--- src/rtl/memif_pkg.sv ---
package memif_pkg;

  typedef enum logic [1:0] {
    REQ_IDLE  = 2'd0,
    REQ_READ  = 2'd1,
    REQ_WRITE = 2'd2
  } wreq_kind_e;

  // read wins over write when both strobes are raised
  function automatic wreq_kind_e req_kind(input logic rd_i, input logic wr_i);
    if (rd_i)      return REQ_READ;
    else if (wr_i) return REQ_WRITE;
    else           return REQ_IDLE;
  endfunction

endpackage

--- src/rtl/memif_word_port.sv ---
module memif_word_port
  import memif_pkg::*;
#(
  parameter int DW = 32,
  parameter int AW = 32
) (
  input  logic          clk,
  input  logic          rst_n,
  input  logic [DW-1:0] c_bus,
  input  logic          ld_mar,
  input  logic          ld_mdr,
  input  logic          rd,
  input  logic          wr,
  input  logic          rsp_valid,
  input  logic [DW-1:0] rsp_data,
  output logic [DW-1:0] mar_q,
  output logic [DW-1:0] mdr_q,
  output logic          req_valid,
  output logic          req_write,
  output logic [AW-1:0] req_addr,
  output logic [DW-1:0] req_wdata
);

  logic [DW-1:0] mar_r, mdr_r, mar_d, mdr_c, mdr_d;
  logic [AW-1:0] addr_r;
  logic [DW-1:0] wdata_r;
  wreq_kind_e    kind_q, kind_d;
  logic          land;

  always_comb begin
    mar_d  = ld_mar ? c_bus : mar_r;
    mdr_c  = ld_mdr ? c_bus : mdr_r;
    land   = (kind_q == REQ_READ) && rsp_valid;
    mdr_d  = land ? rsp_data : mdr_c;
    kind_d = req_kind(rd, wr);
  end

  always_ff @(posedge clk) begin
    if (!rst_n) begin
      mar_r   <= '0;
      mdr_r   <= '0;
      kind_q  <= REQ_IDLE;
      addr_r  <= '0;
      wdata_r <= '0;
    end else begin
      mar_r   <= mar_d;
      mdr_r   <= mdr_d;
      kind_q  <= kind_d;
      addr_r  <= mar_d[AW-1:0];
      wdata_r <= mdr_d;
    end
  end

  assign mar_q     = mar_r;
  assign mdr_q     = mdr_r;
  assign req_valid = (kind_q != REQ_IDLE);
  assign req_write = (kind_q == REQ_WRITE);
  assign req_addr  = addr_r;
  assign req_wdata = wdata_r;

endmodule

--- src/rtl/memif_byte_port.sv ---
module memif_byte_port #(
  parameter int DW = 32,
  parameter int AW = 32,
  parameter int BW = 8
) (
  input  logic          clk,
  input  logic          rst_n,
  input  logic [DW-1:0] c_bus,
  input  logic          ld_pc,
  input  logic          fetch,
  input  logic          rsp_valid,
  input  logic [BW-1:0] rsp_byte,
  output logic [DW-1:0] pc_q,
  output logic [BW-1:0] mbr_q,
  output logic          req_valid,
  output logic [AW-1:0] req_addr
);

  logic [DW-1:0] pc_r, pc_d;
  logic [BW-1:0] mbr_r, mbr_d;
  logic          pend_q;
  logic [AW-1:0] addr_r;

  always_comb begin
    pc_d  = ld_pc ? c_bus : pc_r;
    mbr_d = (pend_q && rsp_valid) ? rsp_byte : mbr_r;
  end

  always_ff @(posedge clk) begin
    if (!rst_n) begin
      pc_r   <= '0;
      mbr_r  <= '0;
      pend_q <= 1'b0;
      addr_r <= '0;
    end else begin
      pc_r   <= pc_d;
      mbr_r  <= mbr_d;
      pend_q <= fetch;
      addr_r <= pc_d[AW-1:0];
    end
  end

  assign pc_q      = pc_r;
  assign mbr_q     = mbr_r;
  assign req_valid = pend_q;
  assign req_addr  = addr_r;

endmodule

--- src/rtl/memif_byte_ext.sv ---
module memif_byte_ext #(
  parameter int DW = 32,
  parameter int BW = 8
) (
  input  logic [BW-1:0] byte_i,
  input  logic          oe_signed,
  input  logic          oe_unsigned,
  output logic [DW-1:0] bus_o
);

  localparam int FILL = DW - BW;

  logic [DW-1:0] sx, zx;

  generate
    if (FILL > 0) begin : g_widen
      assign sx = {{FILL{byte_i[BW-1]}}, byte_i};
      assign zx = {{FILL{1'b0}}, byte_i};
    end else begin : g_same
      assign sx = byte_i[DW-1:0];
      assign zx = byte_i[DW-1:0];
    end
  endgenerate

  always_comb begin
    if (oe_signed)        bus_o = sx;
    else if (oe_unsigned) bus_o = zx;
    else                  bus_o = '0;
  end

endmodule

--- src/rtl/memif_regs.sv ---
module memif_regs #(
  parameter int DW = 32,
  parameter int AW = 32,
  parameter int BW = 8
) (
  input  logic          clk,
  input  logic          rst_n,
  input  logic [DW-1:0] c_bus,
  input  logic          ld_mar,
  input  logic          ld_mdr,
  input  logic          ld_pc,
  input  logic          rd,
  input  logic          wr,
  input  logic          fetch,
  input  logic          mbr_oe_signed,
  input  logic          mbr_oe_unsigned,
  output logic [DW-1:0] mar_q,
  output logic [DW-1:0] mdr_q,
  output logic [DW-1:0] pc_q,
  output logic [DW-1:0] mbr_bus,
  output logic          dreq_valid,
  output logic          dreq_write,
  output logic [AW-1:0] dreq_addr,
  output logic [DW-1:0] dreq_wdata,
  input  logic          dresp_valid,
  input  logic [DW-1:0] dresp_data,
  output logic          freq_valid,
  output logic [AW-1:0] freq_addr,
  input  logic          fresp_valid,
  input  logic [BW-1:0] fresp_byte
);

  logic [BW-1:0] mbr_q;

  memif_word_port #(.DW(DW), .AW(AW)) u_word (
    .clk       (clk),
    .rst_n     (rst_n),
    .c_bus     (c_bus),
    .ld_mar    (ld_mar),
    .ld_mdr    (ld_mdr),
    .rd        (rd),
    .wr        (wr),
    .rsp_valid (dresp_valid),
    .rsp_data  (dresp_data),
    .mar_q     (mar_q),
    .mdr_q     (mdr_q),
    .req_valid (dreq_valid),
    .req_write (dreq_write),
    .req_addr  (dreq_addr),
    .req_wdata (dreq_wdata)
  );

  memif_byte_port #(.DW(DW), .AW(AW), .BW(BW)) u_byte (
    .clk       (clk),
    .rst_n     (rst_n),
    .c_bus     (c_bus),
    .ld_pc     (ld_pc),
    .fetch     (fetch),
    .rsp_valid (fresp_valid),
    .rsp_byte  (fresp_byte),
    .pc_q      (pc_q),
    .mbr_q     (mbr_q),
    .req_valid (freq_valid),
    .req_addr  (freq_addr)
  );

  memif_byte_ext #(.DW(DW), .BW(BW)) u_ext (
    .byte_i      (mbr_q),
    .oe_signed   (mbr_oe_signed),
    .oe_unsigned (mbr_oe_unsigned),
    .bus_o       (mbr_bus)
  );

endmodule

--- config.mk ---
export PLATFORM = sky130hd
export DESIGN_NAME = memif_regs
export DESIGN_NICKNAME = d
export VERILOG_FILES = /design/src/rtl/memif_pkg.sv /design/src/rtl/memif_word_port.sv /design/src/rtl/memif_byte_port.sv /design/src/rtl/memif_byte_ext.sv /design/src/rtl/memif_regs.sv
export SDC_FILE = /design/constraint.sdc
export NUM_CORES = 1
export LEC_CHECK = 0
export BUFFER_PORTS_ARGS = -buffer_cell sky130_fd_sc_hd__buf_4
export CAP_MARGIN = 20
export CORE_ASPECT_RATIO = 2
export CORE_MARGIN = 4
export CORE_UTILIZATION = 40
export CTS_CLUSTER_SIZE = 12
export DETAILED_ROUTE_END_ITERATION = 8
export PLACE_DENSITY = 0.77
export SYNTH_ARGS = -nofsm -noshare
export SYNTH_HDL_FRONTEND = slang
export SYNTH_SLANG_ARGS = --single-unit
--- constraint.sdc ---
create_clock -name clk -period 2.3 [get_ports clk]
set_clock_uncertainty 0.1 [all_clocks]
set_input_delay 0.345 -clock clk [delete_from_list [all_inputs] [get_ports clk]]
set_output_delay 0.345 -clock clk [all_outputs]
set_load 0.02 [all_outputs]
==> flow_summary.toml <==
[job]
cap_violations = 0

[setup_path]
timing.reg2reg.setup_slack_ps = 830
critical_path.top_delay_family = "simple AND/OR/NAND/NOR gates"
crit_path_top_delay_cell = "and2_1"
rr_startpoint = "u_word.kind_q[0]"
r2r-end = "u_word.mdr_q[2]"
path_buf_inv = 1
crit_type = "reg -> out"
crit_fanout = 24
path_cells = "and2_1 > buf_4"
slowest_delay_ps = 570
ff2ff_path_depth = 3
cp.depth = 2
worstSetupStartpoint = "u_byte.mbr_q[7]"
worstPathRequired_ps = 1860
endpoint_kind = "primary output"
cp.arrival_ps = 1510
cp-start-kind = "flop"

[routing]
drtAntennaViolNets = 0
drt_iter0_drc = 60
drcViolationCount = 0
drt_pass1_iterations = 5
routed-via-count = 4348
wirelength_mm = 15.9
avgViaCountPerCell = 5.06
routedWlPerCell_um = 18.5

[finish]
layout-drive-gt1-share_pct = 53.2
layout.nets = 784
diodes = 0
final_core_util_pct = 53.9
area_growth_pct = 31.3
instances_no_fill = 860

[power_and_ir_drop]
power_density_mw_per_mm2 = 638
ir_drop_mv = 0.374
p_leak_nw = 3.71

[sta]
fmax_mhz = 512
fin_tns_setup_ps = 0
period_needed_ps = 1950
slew_violations = 0
rsz0062_at_grt = "no"
worstMarginPinSlew_ps = 688
hold_viol = 0
slew_headroom_pct = 54.1
setup_violations = 0
timing.final.crit_share_pct = 84.9

[die]
fp.dieH_um = 175
die_w_um = 91.3
num_io_pins = 311
initial_core_util_pct = 41.1
core_mm2 = 0.0135
rows = 60
die-area_mm2 = 0.0159

[clocking]
ctsHtreeMaxLevel = 3
post_cts.repair.setup_buffers = 0
cts_tree = "done"
hold_buffers = 0
cts.sink_count = 107
clk-insertion-delay-late_ps = 340
cts_buffers = 9
cts-root-buf = "clkbuf_16"
clkTransAtPathRegs_ps = 70
post_cts_resized = 0
clockBufferDepth = 2

[yosys]
synth-seq-area-share_pct = 38.6
yosysUniqueCellTypes = 22
syn_area_per_cell_um2 = 10.4
syn_inst = 531
synth_nets = 615
syn_area_mm2 = 0.00555
yosysWarnings = 0
synth_seq_cells = 107

[global_routing]
grt_pass1_vias = 4409
gr-total-overflow = 0
antenna_found_initial = 0
grt_pass1_wl_mm = 24.1
grt_max_degree = 65
grtUsageTotal_pct = 19.0

[placement]
post-place-cells = 844
port_buffers = 310
place_hpwl_mm = 12.3
gp_congestion = 0.795

[worst_hold_path]
hold_depth = 2
hold_start = "rd"
hold_end = "u_word.kind_q[1]"
hp-class = "in -> reg"

[outcome]
outcome = "completed"
## cells in the mapped netlist
| cell type | count | area (µm²) |
|---|---|---|
| nand3b_4 | 1 | 20.0 |
| and4bb_2 | 4 | 50.1 |
| and4bb_1 | 28 | 350 |
| nand2_1 | 1 | 3.75 |
| nand3_1 | 8 | 40.0 |
| mux2i_1 | 96 | 961 |
| buf_4 | 128 | 961 |
| buf_1 | 1 | 3.75 |
| or2_2 | 1 | 6.26 |
| buf_6 | 6 | 67.6 |
| a21oi_1 | 8 | 40.0 |
| clkbuf_1 | 8 | 30.0 |
| dfxtp_1 | 107 | 2140 |
| a21bo_2 | 8 | 80.1 |
| nor2_1 | 66 | 248 |
| nor2b_1 | 9 | 56.3 |
| a211oi_1 | 2 | 15.0 |
| clkbuf_2 | 3 | 15.0 |
| a211oi_2 | 30 | 375 |
| and2_1 | 3 | 18.8 |
| buf_2 | 12 | 60.1 |
| inv_1 | 1 | 3.75 |
## cell type report
| type | instances | area (µm²) |
|---|---|---|
| fill | 1198 | 6230 |
| timing repair buffer | 316 | 2410 |
| multi-input combinational | 265 | 2260 |
| sequential | 107 | 2140 |
| clock buffer | 11 | 233 |
| tap | 155 | 194 |
| clock inverter | 5 | 37.5 |
| inverter | 1 | 6.26 |
## worst max path at each step
| stage | to | slack, ps |
|---|---|---|
| after global routing | mbr_bus[16] | 180 |
| after detailed placement | mbr_bus[30] | 570 |
| after CTS | mbr_bus[30] | 300 |
| after floorplan | mbr_bus[10] | 650 |
| final | mbr_bus[30] | 350 |
| after global placement | mbr_bus[17] | 640 |
## report_power, final
| group | internal (mW) | total, mW | switching, mW |
|---|---|---|---|
| clock | 0.740 | 1.42 | 0.677 |
| sequential | 1.97 | 2.08 | 0.108 |
| combinational | 0.535 | 1.16 | 0.620 |
| total | 3.25 | 4.65 | 1.41 |
## layer usage
layer	up-vias	wire (µm)	global-route usage, %
li1	2047	-	-
met1	2073	5510	19.4
met2	198	8690	35.1
met3	30	1240	5.89
met4	0	467	8.25
met5	-	0	0
## flip-flops by register name, summed over array words and instances, names as in the netlist
register / count
u_byte.mbr_q: 8
u_byte.pc_q: 32
u_byte.req_valid: 1
u_word.kind_q: 2
u_word.mar_q: 32
u_word.mdr_q: 32
## worst register-to-register path, cell delays in order (launching register included)
cell and delay [ps]:
dfxtp_1 530, nand3b_4 290, buf_12 260, a211oi_2 200
## placed cells by master, fill, tap and decap left out
cell | Yosys | routed
a211oi_1 | 2 | 2
a211oi_2 | 30 | 30
a21bo_2 | 8 | 8
a21oi_1 | 8 | 8
and2_1 | 3 | 3
and4bb_1 | 28 | 28
and4bb_2 | 4 | 4
buf_12 | 0 | 3
buf_4 | 128 | 313
clkbuf_1 | 8 | 2
clkbuf_16 | 0 | 9
clkinv_2 | 0 | 1
clkinv_4 | 0 | 1
clkinvlp_4 | 0 | 2
dfxtp_1 | 107 | 107
inv_4 | 0 | 1
inv_6 | 0 | 1
mux2i_1 | 96 | 96
nand2_1 | 1 | 1
nand3_1 | 8 | 8
nand3b_4 | 1 | 1
nor2_1 | 66 | 66
nor2b_1 | 9 | 9
or2_2 | 1 | 1
## cell families (layout without fill, tap and decap cells)
logic type	Yosys count	in the layout	synth area share, %
muxes	96	96	17.3
AOI/OAI and AO/OA	48	48	9.20
buffers and inverters	159	333	20.6
and+or+nand+nor	121	121	14.3
DFF	107	107	38.6
## per-stage QoR
stage               hold WS (ps)  worst slack, ps  power, mW  instance area (µm²)
floorplan                    317              652       2.88                 5550
global placement             402              636       3.26                 7020
detailed placement           409              574       3.29                 7020
CTS                         63.7              304       4.73                 7290
global route                72.6              181       4.86                 7290
finish                      81.9              347       4.65                 7290
No activity file was read; power rests on OpenSTA's default activity.
